<file path="src/rtl/dirctl_pkg.sv">
package dirctl_pkg;

  typedef enum logic [3:0] {
    ST_EXCL, ST_OWN, ST_NOWN,
    ST_NOWN_BLK, ST_OWN_BLK,
    ST_NOWN_BLK_MEM, ST_OWN_BLK_MEM,
    ST_NOWN_MEM, ST_OWN_MEM,
    ST_WBK, ST_WBK_TO_OWN, ST_WBK_TO_EXCL
  } line_st_t;

  typedef enum logic [3:0] {
    EV_NONE, EV_GETS, EV_GETX, EV_PUT, EV_UNBLOCK,
    EV_WB_CLEAN, EV_WB_DIRTY, EV_WB_XCLEAN, EV_WB_XDIRTY,
    EV_MDATA, EV_MACK, EV_BAD
  } ev_t;

  typedef enum logic [1:0] {FW_GETS, FW_GETX, FW_ACK, FW_NACK} fwd_kind_t;

  typedef struct packed {
    logic legal;
    logic fetch;
    logic fwd;
    logic ack;
    logic nack;
    logic send;
    logic memwr;
    logic alloc;
    logic rec_excl;
    logic free;
  } act_t;

  function automatic logic st_busy(line_st_t s);
    return !(s inside {ST_EXCL, ST_OWN, ST_NOWN});
  endfunction

  function automatic logic st_fetching(line_st_t s);
    return s inside {ST_NOWN_BLK_MEM, ST_OWN_BLK_MEM, ST_NOWN_MEM, ST_OWN_MEM};
  endfunction

endpackage

</file>
<file path="src/rtl/dirctl_decode.sv">
module dirctl_decode
  import dirctl_pkg::*;
(
  input  logic       use_req,
  input  logic       use_ub,
  input  logic       use_mr,
  input  logic [1:0] req_type,
  input  logic [2:0] ub_type,
  input  logic       mr_type,
  output ev_t        ev
);
  always_comb begin
    ev = EV_NONE;
    if (use_mr) begin
      ev = mr_type ? EV_MACK : EV_MDATA;
    end else if (use_ub) begin
      case (ub_type)
        3'd0:    ev = EV_UNBLOCK;
        3'd1:    ev = EV_WB_CLEAN;
        3'd2:    ev = EV_WB_DIRTY;
        3'd3:    ev = EV_WB_XCLEAN;
        3'd4:    ev = EV_WB_XDIRTY;
        default: ev = EV_BAD;
      endcase
    end else if (use_req) begin
      case (req_type)
        2'd0:    ev = EV_GETS;
        2'd1:    ev = EV_GETX;
        2'd2:    ev = EV_PUT;
        default: ev = EV_BAD;
      endcase
    end
  end
endmodule

</file>
<file path="src/rtl/dirctl_transition.sv">
module dirctl_transition
  import dirctl_pkg::*;
(
  input  line_st_t cur,
  input  ev_t      ev,
  output line_st_t nxt,
  output act_t     act
);
  always_comb begin
    nxt = cur;
    act = '0;
    act.legal = 1'b1;
    if (ev != EV_NONE) begin
      act.legal = 1'b0;
      unique case (cur)
        ST_EXCL, ST_OWN: begin
          if (ev == EV_GETS || ev == EV_GETX) begin
            act.legal    = 1'b1;
            act.fetch    = 1'b1;
            act.fwd      = 1'b1;
            act.alloc    = 1'b1;
            act.rec_excl = (cur == ST_EXCL);
            nxt = (cur == ST_OWN && ev == EV_GETS) ? ST_OWN_BLK_MEM : ST_NOWN_BLK_MEM;
          end else if (ev == EV_PUT) begin
            act.legal = 1'b1;
            act.nack  = 1'b1;
          end
        end
        ST_NOWN: begin
          if (ev == EV_GETS || ev == EV_GETX) begin
            act.legal = 1'b1;
            act.fwd   = 1'b1;
            nxt = ST_NOWN_BLK;
          end else if (ev == EV_PUT) begin
            act.legal = 1'b1;
            act.ack   = 1'b1;
            nxt = ST_WBK;
          end
        end
        ST_NOWN_BLK, ST_OWN_BLK: begin
          if (ev == EV_UNBLOCK) begin
            act.legal = 1'b1;
            nxt = (cur == ST_OWN_BLK) ? ST_OWN : ST_NOWN;
          end
        end
        ST_NOWN_BLK_MEM, ST_OWN_BLK_MEM: begin
          if (ev == EV_MDATA) begin
            act.legal = 1'b1;
            act.send  = 1'b1;
            act.free  = 1'b1;
            nxt = (cur == ST_OWN_BLK_MEM) ? ST_OWN_BLK : ST_NOWN_BLK;
          end else if (ev == EV_UNBLOCK) begin
            act.legal = 1'b1;
            nxt = (cur == ST_OWN_BLK_MEM) ? ST_OWN_MEM : ST_NOWN_MEM;
          end
        end
        ST_NOWN_MEM, ST_OWN_MEM: begin
          if (ev == EV_MDATA) begin
            act.legal = 1'b1;
            act.free  = 1'b1;
            nxt = (cur == ST_OWN_MEM) ? ST_OWN : ST_NOWN;
          end
        end
        ST_WBK: begin
          act.legal = 1'b1;
          case (ev)
            EV_WB_DIRTY:  begin act.memwr = 1'b1; nxt = ST_WBK_TO_EXCL; end
            EV_WB_XDIRTY: begin act.memwr = 1'b1; nxt = ST_WBK_TO_OWN;  end
            EV_WB_CLEAN:  nxt = ST_OWN;
            EV_WB_XCLEAN: nxt = ST_EXCL;
            EV_UNBLOCK:   nxt = ST_NOWN;
            default:      act.legal = 1'b0;
          endcase
        end
        ST_WBK_TO_EXCL, ST_WBK_TO_OWN: begin
          if (ev == EV_MACK) begin
            act.legal = 1'b1;
            nxt = (cur == ST_WBK_TO_OWN) ? ST_OWN : ST_EXCL;
          end
        end
        default: act.legal = 1'b0;
      endcase
    end
  end
endmodule

</file>
<file path="src/rtl/dirctl_fwd_pipe.sv">
module dirctl_fwd_pipe #(
  parameter int DEPTH = 3,
  parameter int W     = 8
) (
  input  logic         clk,
  input  logic         rst,
  input  logic         in_valid,
  input  logic [W-1:0] in_data,
  output logic         out_valid,
  output logic [W-1:0] out_data
);
  logic [DEPTH-1:0] v;
  logic [W-1:0]     d [DEPTH];

  for (genvar i = 0; i < DEPTH; i++) begin : g_stage
    logic         pv;
    logic [W-1:0] pd;
    if (i == 0) begin : g_head
      assign pv = in_valid;
      assign pd = in_data;
    end else begin : g_body
      assign pv = v[i-1];
      assign pd = d[i-1];
    end
    always_ff @(posedge clk) begin
      if (rst) v[i] <= 1'b0;
      else     v[i] <= pv;
      d[i] <= pd;
    end
  end

  assign out_valid = v[DEPTH-1];
  assign out_data  = d[DEPTH-1];

  a_r11_pipe_delay: assert property (@(posedge clk) disable iff (rst)
    in_valid |=> v[0]);
endmodule

</file>
<file path="src/rtl/dirctl_home.sv">
module dirctl_home
  import dirctl_pkg::*;
#(
  parameter int NLINES     = 4,
  parameter int NUM_CACHES = 4,
  parameter int DW         = 32,
  parameter int FWD_LAT    = 3,
  localparam int LW = (NLINES > 1) ? $clog2(NLINES) : 1,
  localparam int SW = (NUM_CACHES > 1) ? $clog2(NUM_CACHES) : 1
) (
  input  logic                  clk,
  input  logic                  rst,
  input  logic                  req_valid,
  output logic                  req_ready,
  input  logic [1:0]            req_type,
  input  logic [LW-1:0]         req_line,
  input  logic [SW-1:0]         req_src,
  input  logic                  ub_valid,
  output logic                  ub_ready,
  input  logic [2:0]            ub_type,
  input  logic [LW-1:0]         ub_line,
  input  logic [DW-1:0]         ub_data,
  input  logic                  mr_valid,
  output logic                  mr_ready,
  input  logic                  mr_type,
  input  logic [LW-1:0]         mr_line,
  input  logic [DW-1:0]         mr_data,
  output logic                  mreq_valid,
  output logic                  mreq_wr,
  output logic [LW-1:0]         mreq_line,
  output logic [SW-1:0]         mreq_src,
  output logic [DW-1:0]         mreq_data,
  output logic                  rsp_valid,
  output logic                  rsp_excl,
  output logic [LW-1:0]         rsp_line,
  output logic [SW-1:0]         rsp_dest,
  output logic [DW-1:0]         rsp_data,
  output logic                  fwd_valid,
  output logic [1:0]            fwd_kind,
  output logic [LW-1:0]         fwd_line,
  output logic [SW-1:0]         fwd_src,
  output logic [NUM_CACHES-1:0] fwd_dest,
  output logic                  err
);
  localparam bit FWD_ON = (NUM_CACHES > 1);
  localparam int PW     = 2 + LW + SW + NUM_CACHES;
  localparam logic [NUM_CACHES-1:0] ALL_CACHES = {NUM_CACHES{1'b1}};

  line_st_t           lst   [NLINES];
  logic [NLINES-1:0]  trk_v;
  logic [NLINES-1:0]  trk_x;
  logic [SW-1:0]      trk_r [NLINES];

  logic     use_req, use_ub, use_mr;
  logic [LW-1:0] cur_line;
  ev_t      ev;
  line_st_t cur_st, nxt_st;
  act_t     act;
  logic     do_step;

  // channel arbitration: memory, then unblock, then requests to idle lines
  always_comb begin
    use_mr  = mr_valid;
    use_ub  = !mr_valid && ub_valid;
    use_req = !mr_valid && !ub_valid && req_valid && !st_busy(lst[req_line]);
    cur_line = use_mr ? mr_line : (use_ub ? ub_line : req_line);
    cur_st   = lst[cur_line];
  end

  assign mr_ready  = 1'b1;
  assign ub_ready  = !mr_valid;
  assign req_ready = !mr_valid && !ub_valid && !st_busy(lst[req_line]);

  dirctl_decode u_decode (
    .use_req (use_req),
    .use_ub  (use_ub),
    .use_mr  (use_mr),
    .req_type(req_type),
    .ub_type (ub_type),
    .mr_type (mr_type),
    .ev      (ev)
  );

  dirctl_transition u_trans (
    .cur(cur_st),
    .ev (ev),
    .nxt(nxt_st),
    .act(act)
  );

  assign do_step = (ev != EV_NONE) && act.legal;

  for (genvar i = 0; i < NLINES; i++) begin : g_line
    always_ff @(posedge clk) begin
      if (rst) begin
        lst[i]   <= ST_EXCL;
        trk_v[i] <= 1'b0;
        trk_x[i] <= 1'b0;
        trk_r[i] <= '0;
      end else if (do_step && cur_line == LW'(i)) begin
        lst[i] <= nxt_st;
        if (act.alloc) begin
          trk_v[i] <= 1'b1;
          trk_x[i] <= act.rec_excl;
          trk_r[i] <= req_src;
        end else if (act.free) begin
          trk_v[i] <= 1'b0;
        end
      end
    end

    a_r7_track_matches_state: assert property (@(posedge clk) disable iff (rst)
      trk_v[i] == st_fetching(lst[i]));
  end

  always_ff @(posedge clk) begin
    if (rst) err <= 1'b0;
    else if (ev != EV_NONE && !act.legal) err <= 1'b1;
  end

  always_ff @(posedge clk) begin
    if (rst) begin
      mreq_valid <= 1'b0;
      rsp_valid  <= 1'b0;
    end else begin
      mreq_valid <= do_step && (act.fetch || act.memwr);
      rsp_valid  <= do_step && act.send;
    end
    mreq_wr   <= act.memwr;
    mreq_line <= cur_line;
    mreq_src  <= req_src;
    mreq_data <= act.memwr ? ub_data : '0;
    rsp_excl  <= trk_x[cur_line];
    rsp_dest  <= trk_r[cur_line];
    rsp_line  <= cur_line;
    rsp_data  <= mr_data;
  end

  // peer-cache stream through a fixed-latency delay line
  logic                  fin_valid;
  fwd_kind_t             fin_kind;
  logic [NUM_CACHES-1:0] fin_dest;
  logic [NUM_CACHES-1:0] src_hot;
  logic [PW-1:0]         fout;

  always_comb begin
    src_hot   = NUM_CACHES'(1) << req_src;
    fin_valid = do_step && ((act.fwd && FWD_ON) || act.ack || act.nack);
    if (act.ack)       fin_kind = FW_ACK;
    else if (act.nack) fin_kind = FW_NACK;
    else               fin_kind = (ev == EV_GETX) ? FW_GETX : FW_GETS;
    fin_dest = (act.ack || act.nack) ? src_hot : (ALL_CACHES & ~src_hot);
  end

  dirctl_fwd_pipe #(.DEPTH(FWD_LAT), .W(PW)) u_fwd_pipe (
    .clk      (clk),
    .rst      (rst),
    .in_valid (fin_valid),
    .in_data  ({fin_kind, cur_line, req_src, fin_dest}),
    .out_valid(fwd_valid),
    .out_data (fout)
  );

  assign {fwd_kind, fwd_line, fwd_src, fwd_dest} = fout;

  a_r10_one_accept: assert property (@(posedge clk) disable iff (rst)
    $onehot0({req_valid && req_ready, ub_valid && ub_ready, mr_valid && mr_ready}));

  a_r12_err_sticky: assert property (@(posedge clk) disable iff (rst)
    err |=> err);

  a_r11_rsp_after_data: assert property (@(posedge clk) disable iff (rst)
    rsp_valid |-> $past(mr_valid && !mr_type));

  a_r2_fetch_tracked: assert property (@(posedge clk) disable iff (rst)
    (mreq_valid && !mreq_wr) |-> trk_v[mreq_line]);

endmodule

</file>
<file path="config.mk">
export PLATFORM = sky130hd
export DESIGN_NAME = dirctl_home
export DESIGN_NICKNAME = d
export VERILOG_FILES = /design/src/rtl/dirctl_pkg.sv /design/src/rtl/dirctl_decode.sv /design/src/rtl/dirctl_transition.sv /design/src/rtl/dirctl_fwd_pipe.sv /design/src/rtl/dirctl_home.sv
export SDC_FILE = /design/constraint.sdc
export NUM_CORES = 1
export LEC_CHECK = 0
export CORE_ASPECT_RATIO = 1.5
export CORE_MARGIN = 5
export CORE_UTILIZATION = 25
export CTS_CLUSTER_SIZE = 20
export DETAILED_ROUTE_END_ITERATION = 6
export GPL_TIMING_DRIVEN = 0
export PLACE_DENSITY = 0.49
export SLEW_MARGIN = 20
export SYNTH_ARGS = -nofsm -noshare
export SYNTH_HDL_FRONTEND = slang
export SYNTH_SLANG_ARGS = --single-unit
</file>
<file path="constraint.sdc">
create_clock -name clk -period 4.59 [get_ports clk]
set_input_delay 1.377 -clock clk [delete_from_list [all_inputs] [get_ports clk]]
set_output_delay 1.377 -clock clk [all_outputs]
set_load 0.02 [all_outputs]
</file>
==> key figures <==
STA
  • Endpoints failing setup: 0
  • Slew Limit Headroom: 0.595
  • Fin crit share: 0.984
  • F_max: about 220 MHz
  • Final Skew: 0.00925 ns
  • Worst-Margin Slew: between 0.6 and 0.7 ns
  • Endpoints failing hold: 0
  • Final Max Slew Viols: 0
  • Unrepaired setup endpoints after global routing: yes
  • Minimum clock period: roughly 4.5 ns
  • Post-Route Setup TNS: 0 ns

Cells and area
  • Layout cell share with drive strength beyond 1: 0.162
  • Area Growth Syn to Fin: 54.4%
  • Diode count: 0
  • Area of the multi-input gates: 0.00181 mm2
  • Post-route cell area: 0.00758 mm2
  • Sequential cell area: 0.00288 mm2
  • Fillers: 1961
  • Final cell count without fillers: 884
  • Nets: about 700

CTS
  • Total CTS buffers: 17
  • Clk buf depth: 2
  • Later-pin clock latency in the skew report: 0.41 ns
  • Max H-tree Level: 4
  • Clock sink total: 132
  • Worst-path clk slew: 0.06 ns
  • Clock root buffer: clkbuf_16
  • CTS tree: done

Logic synthesis
  • Cell Area, Synth: 0.00491 mm2
  • Distinct cell type count after synthesis: 62
  • Post-synth EDFFs: 24
  • Top FF cell, synth: dfxtp_1
  • Ys Warns: 0
  • Sequential area share after synthesis: 0.587
  • Mapped Cells: 422
  • Yosys reg bits: 132
  • Avg Cell Area, Syn: between 10 and 15 um2
  • Async SR Flop Fraction: 0
  • Syn nets: roughly 510

Global route
  • Initial antenna violation count: 0
  • Overflow after GRT: 0
  • Vias in the first global route: 4062
  • First-pass GRT wire length: 23.0 mm
  • GRT Total Usage: 0.131
  • Largest net degree at the start of global routing: 17

Run status
  • Status: finished clean

Setup path
  • Critical Path Start: ub_valid
  • Max FO, Critical Path: 10
  • Worst Path Required: 4.65 ns
  • CP Data Arrival Time: 4.57 ns
  • Critical Path End Type: flip-flop
  • Worst Path Class, Setup: input port to flip-flop
  • Reg-to-Reg Start: lst[2][2]$_SDFFCE_PN0P_
  • Startpoint Class: input port

Place
  • Dpl cell area: ~0.007 mm2
  • RePlAce Congestion: between 0.8 and 0.9
  • Post-detail-place hpwl: 11.9 mm
  • Placed cells: 849
  • Port Buf Inserts: roughly 170

Detailed routing
  • TritonRoute pass-1 iters: 5
  • Via count: 4003
  • Via density: ~4.5
  • Iter 0 DRT Violations: 149
  • Final WL: 15.0 mm
  • Remaining antenna violation count: 0
  • DRC violations left: 0
  • Wirelength per Cell: 17.0 um

Min path
  • Worst hold path class: flip-flop to flip-flop
  • Min-delay src: u_fwd_pipe.d[0][16]$_DFF_P_

Power and ir drop
  • VDD IR max: 0.236 mV
  • Pwr dens: 391 mW/mm2
  • Tot Pwr: 2.96 mW
  • Leakage: roughly 2.8 nW

Floorplan
  • Rows: 62
  • Core Box Area: 0.0192 mm2
  • Num ports: 174
  • Initial Util: 0.255
  • Die Y: 182 um
  • Die Area: 0.0226 mm2
  • Die X: 124 um

Flow run
  • Max_cap viols: 0
[per-stage QoR]
stage                util  hold slack, ns  setup slack [ns]
finish              0.394           0.324            0.0717
global route        0.394           0.324           -0.0236
CTS                 0.392           0.326            0.0411
detailed placement  0.361           0.312            -0.648
global placement    0.361           0.310            -0.659
floorplan               -           0.310             0.476
[synthesized netlist by cell type (5+ instances only)]
cell,count,area share
dfxtp_1,108,0.44
and2_1,40,0.051
nand2_1,25,0.019
edfxtp_1,24,0.15
buf_4,18,0.028
nor3_1,18,0.018
nor2_1,15,0.011
o21ai_0,13,0.013
mux2i_1,9,0.018
a211oi_1,8,0.012
a21oi_1,8,0.0082
nand2b_1,8,0.010
buf_2,7,0.0071
clkbuf_1,7,0.0054
nor3_2,7,0.014
a221o_1,5,0.010
inv_1,5,0.0038
mux4_2,5,0.023
nor4_1,5,0.0064
[where the power goes]
group	leakage, nW	internal [mW]	switching (mW)
logic	1.40	0.209	0.233
clock network	0.280	0.719	0.552
registers	1.14	1.23	0.0198
total	2.82	2.16	0.804
[layout by cell type (no fill, tap or decap), drive strengths merged, types with 3 or more instances in the layout]
master / count
xnor2: 4
buf: 31
o21ai: 18
a211oi: 8
a221o: 5
nor3: 25
clkdlybuf4s50: 169
clkbuf: 25
and2: 40
or2: 3
o211ai: 6
edfxtp: 24
mux2i: 9
nand3: 4
a2111oi: 4
mux4: 5
mux2: 3
o41ai: 4
nor2: 16
o21a: 4
inv: 16
clkinv: 4
a31o: 3
nor4: 5
a31oi: 3
nor2b: 4
a21oi: 8
nand2: 25
nand4: 3
o31ai: 4
nand2b: 9
dfxtp: 108
a221oi: 4
[final timing paths]
check	to	slack, ns	cells after the start
hold / removal	u_fwd_pipe.d[0][26]$_DFF_P_	0.32	0
hold reg to reg	u_fwd_pipe.d[0][26]$_DFF_P_	0.32	0
setup / recovery	lst[3][0]$_SDFFCE_PN0P_	0.07	10
setup reg to reg	trk_r[2][0]$_SDFFCE_PN0P_	1.05	11
[flip-flops by register name, summed over array words and instances (netlist names), 2 cells and up]
signal / cells
lst: 16
mreq_data: 32
rsp_data: 32
rsp_dest: 2
trk_r: 8
trk_x: 4
u_fwd_pipe.d: 28
u_fwd_pipe.g_stage.pv: 2
[routing by layer]
metal | GRT usage | share of wire | up-vias
met4 | 0.0781 | 0.043 | 0
li1 | - | - | 1902
met1 | 0.122 | 0.34 | 1909
met5 | 0 | 0 | -
met2 | 0.252 | 0.57 | 159
met3 | 0.0347 | 0.046 | 33
[cell families after synthesis]
| kind of cell | share of synthesized area |
|---|---|
| simple gates | 0.170 |
| flops | 0.587 |
| compound gates | 0.131 |
| buf+inv | 0.0538 |
| mux | 0.0482 |
| xor+xnor | 0.00892 |
| other cells | 0.000764 |
[cell type report]
| class | count | area share |
|---|---|---|
| plain buffers | 36 | 0.0322 |
| multi-input cells | 248 | 0.238 |
| clock buffers | 17 | 0.0561 |
| clock inverters | 15 | 0.0187 |
| repair buffers | 174 | 0.229 |
| flip-flops and latches | 132 | 0.380 |
| inverters | 6 | 0.00297 |
| well taps | 256 | 0.0423 |
[repair_timing]
action                     4_1_cts  5_1_grt
resized for setup               12        6
pin swaps                        0        1
buffers inserted                 0        3
hold buffers                     0        0
setup endpoints to repair       21       45
[critical path: stages]
cell and delay [ns]:
clkdlybuf4s50_1 0.59, mux2_2 0.46, o21ai_2 0.33, clkbuf_4 0.31, a221o_1 0.24, nand2_1 0.21
o32a_1 0.38, nor2_4 0.18, nor3_2 0.11, o21ai_1 0.39
No activity file was read; power rests on OpenSTA's default activity.
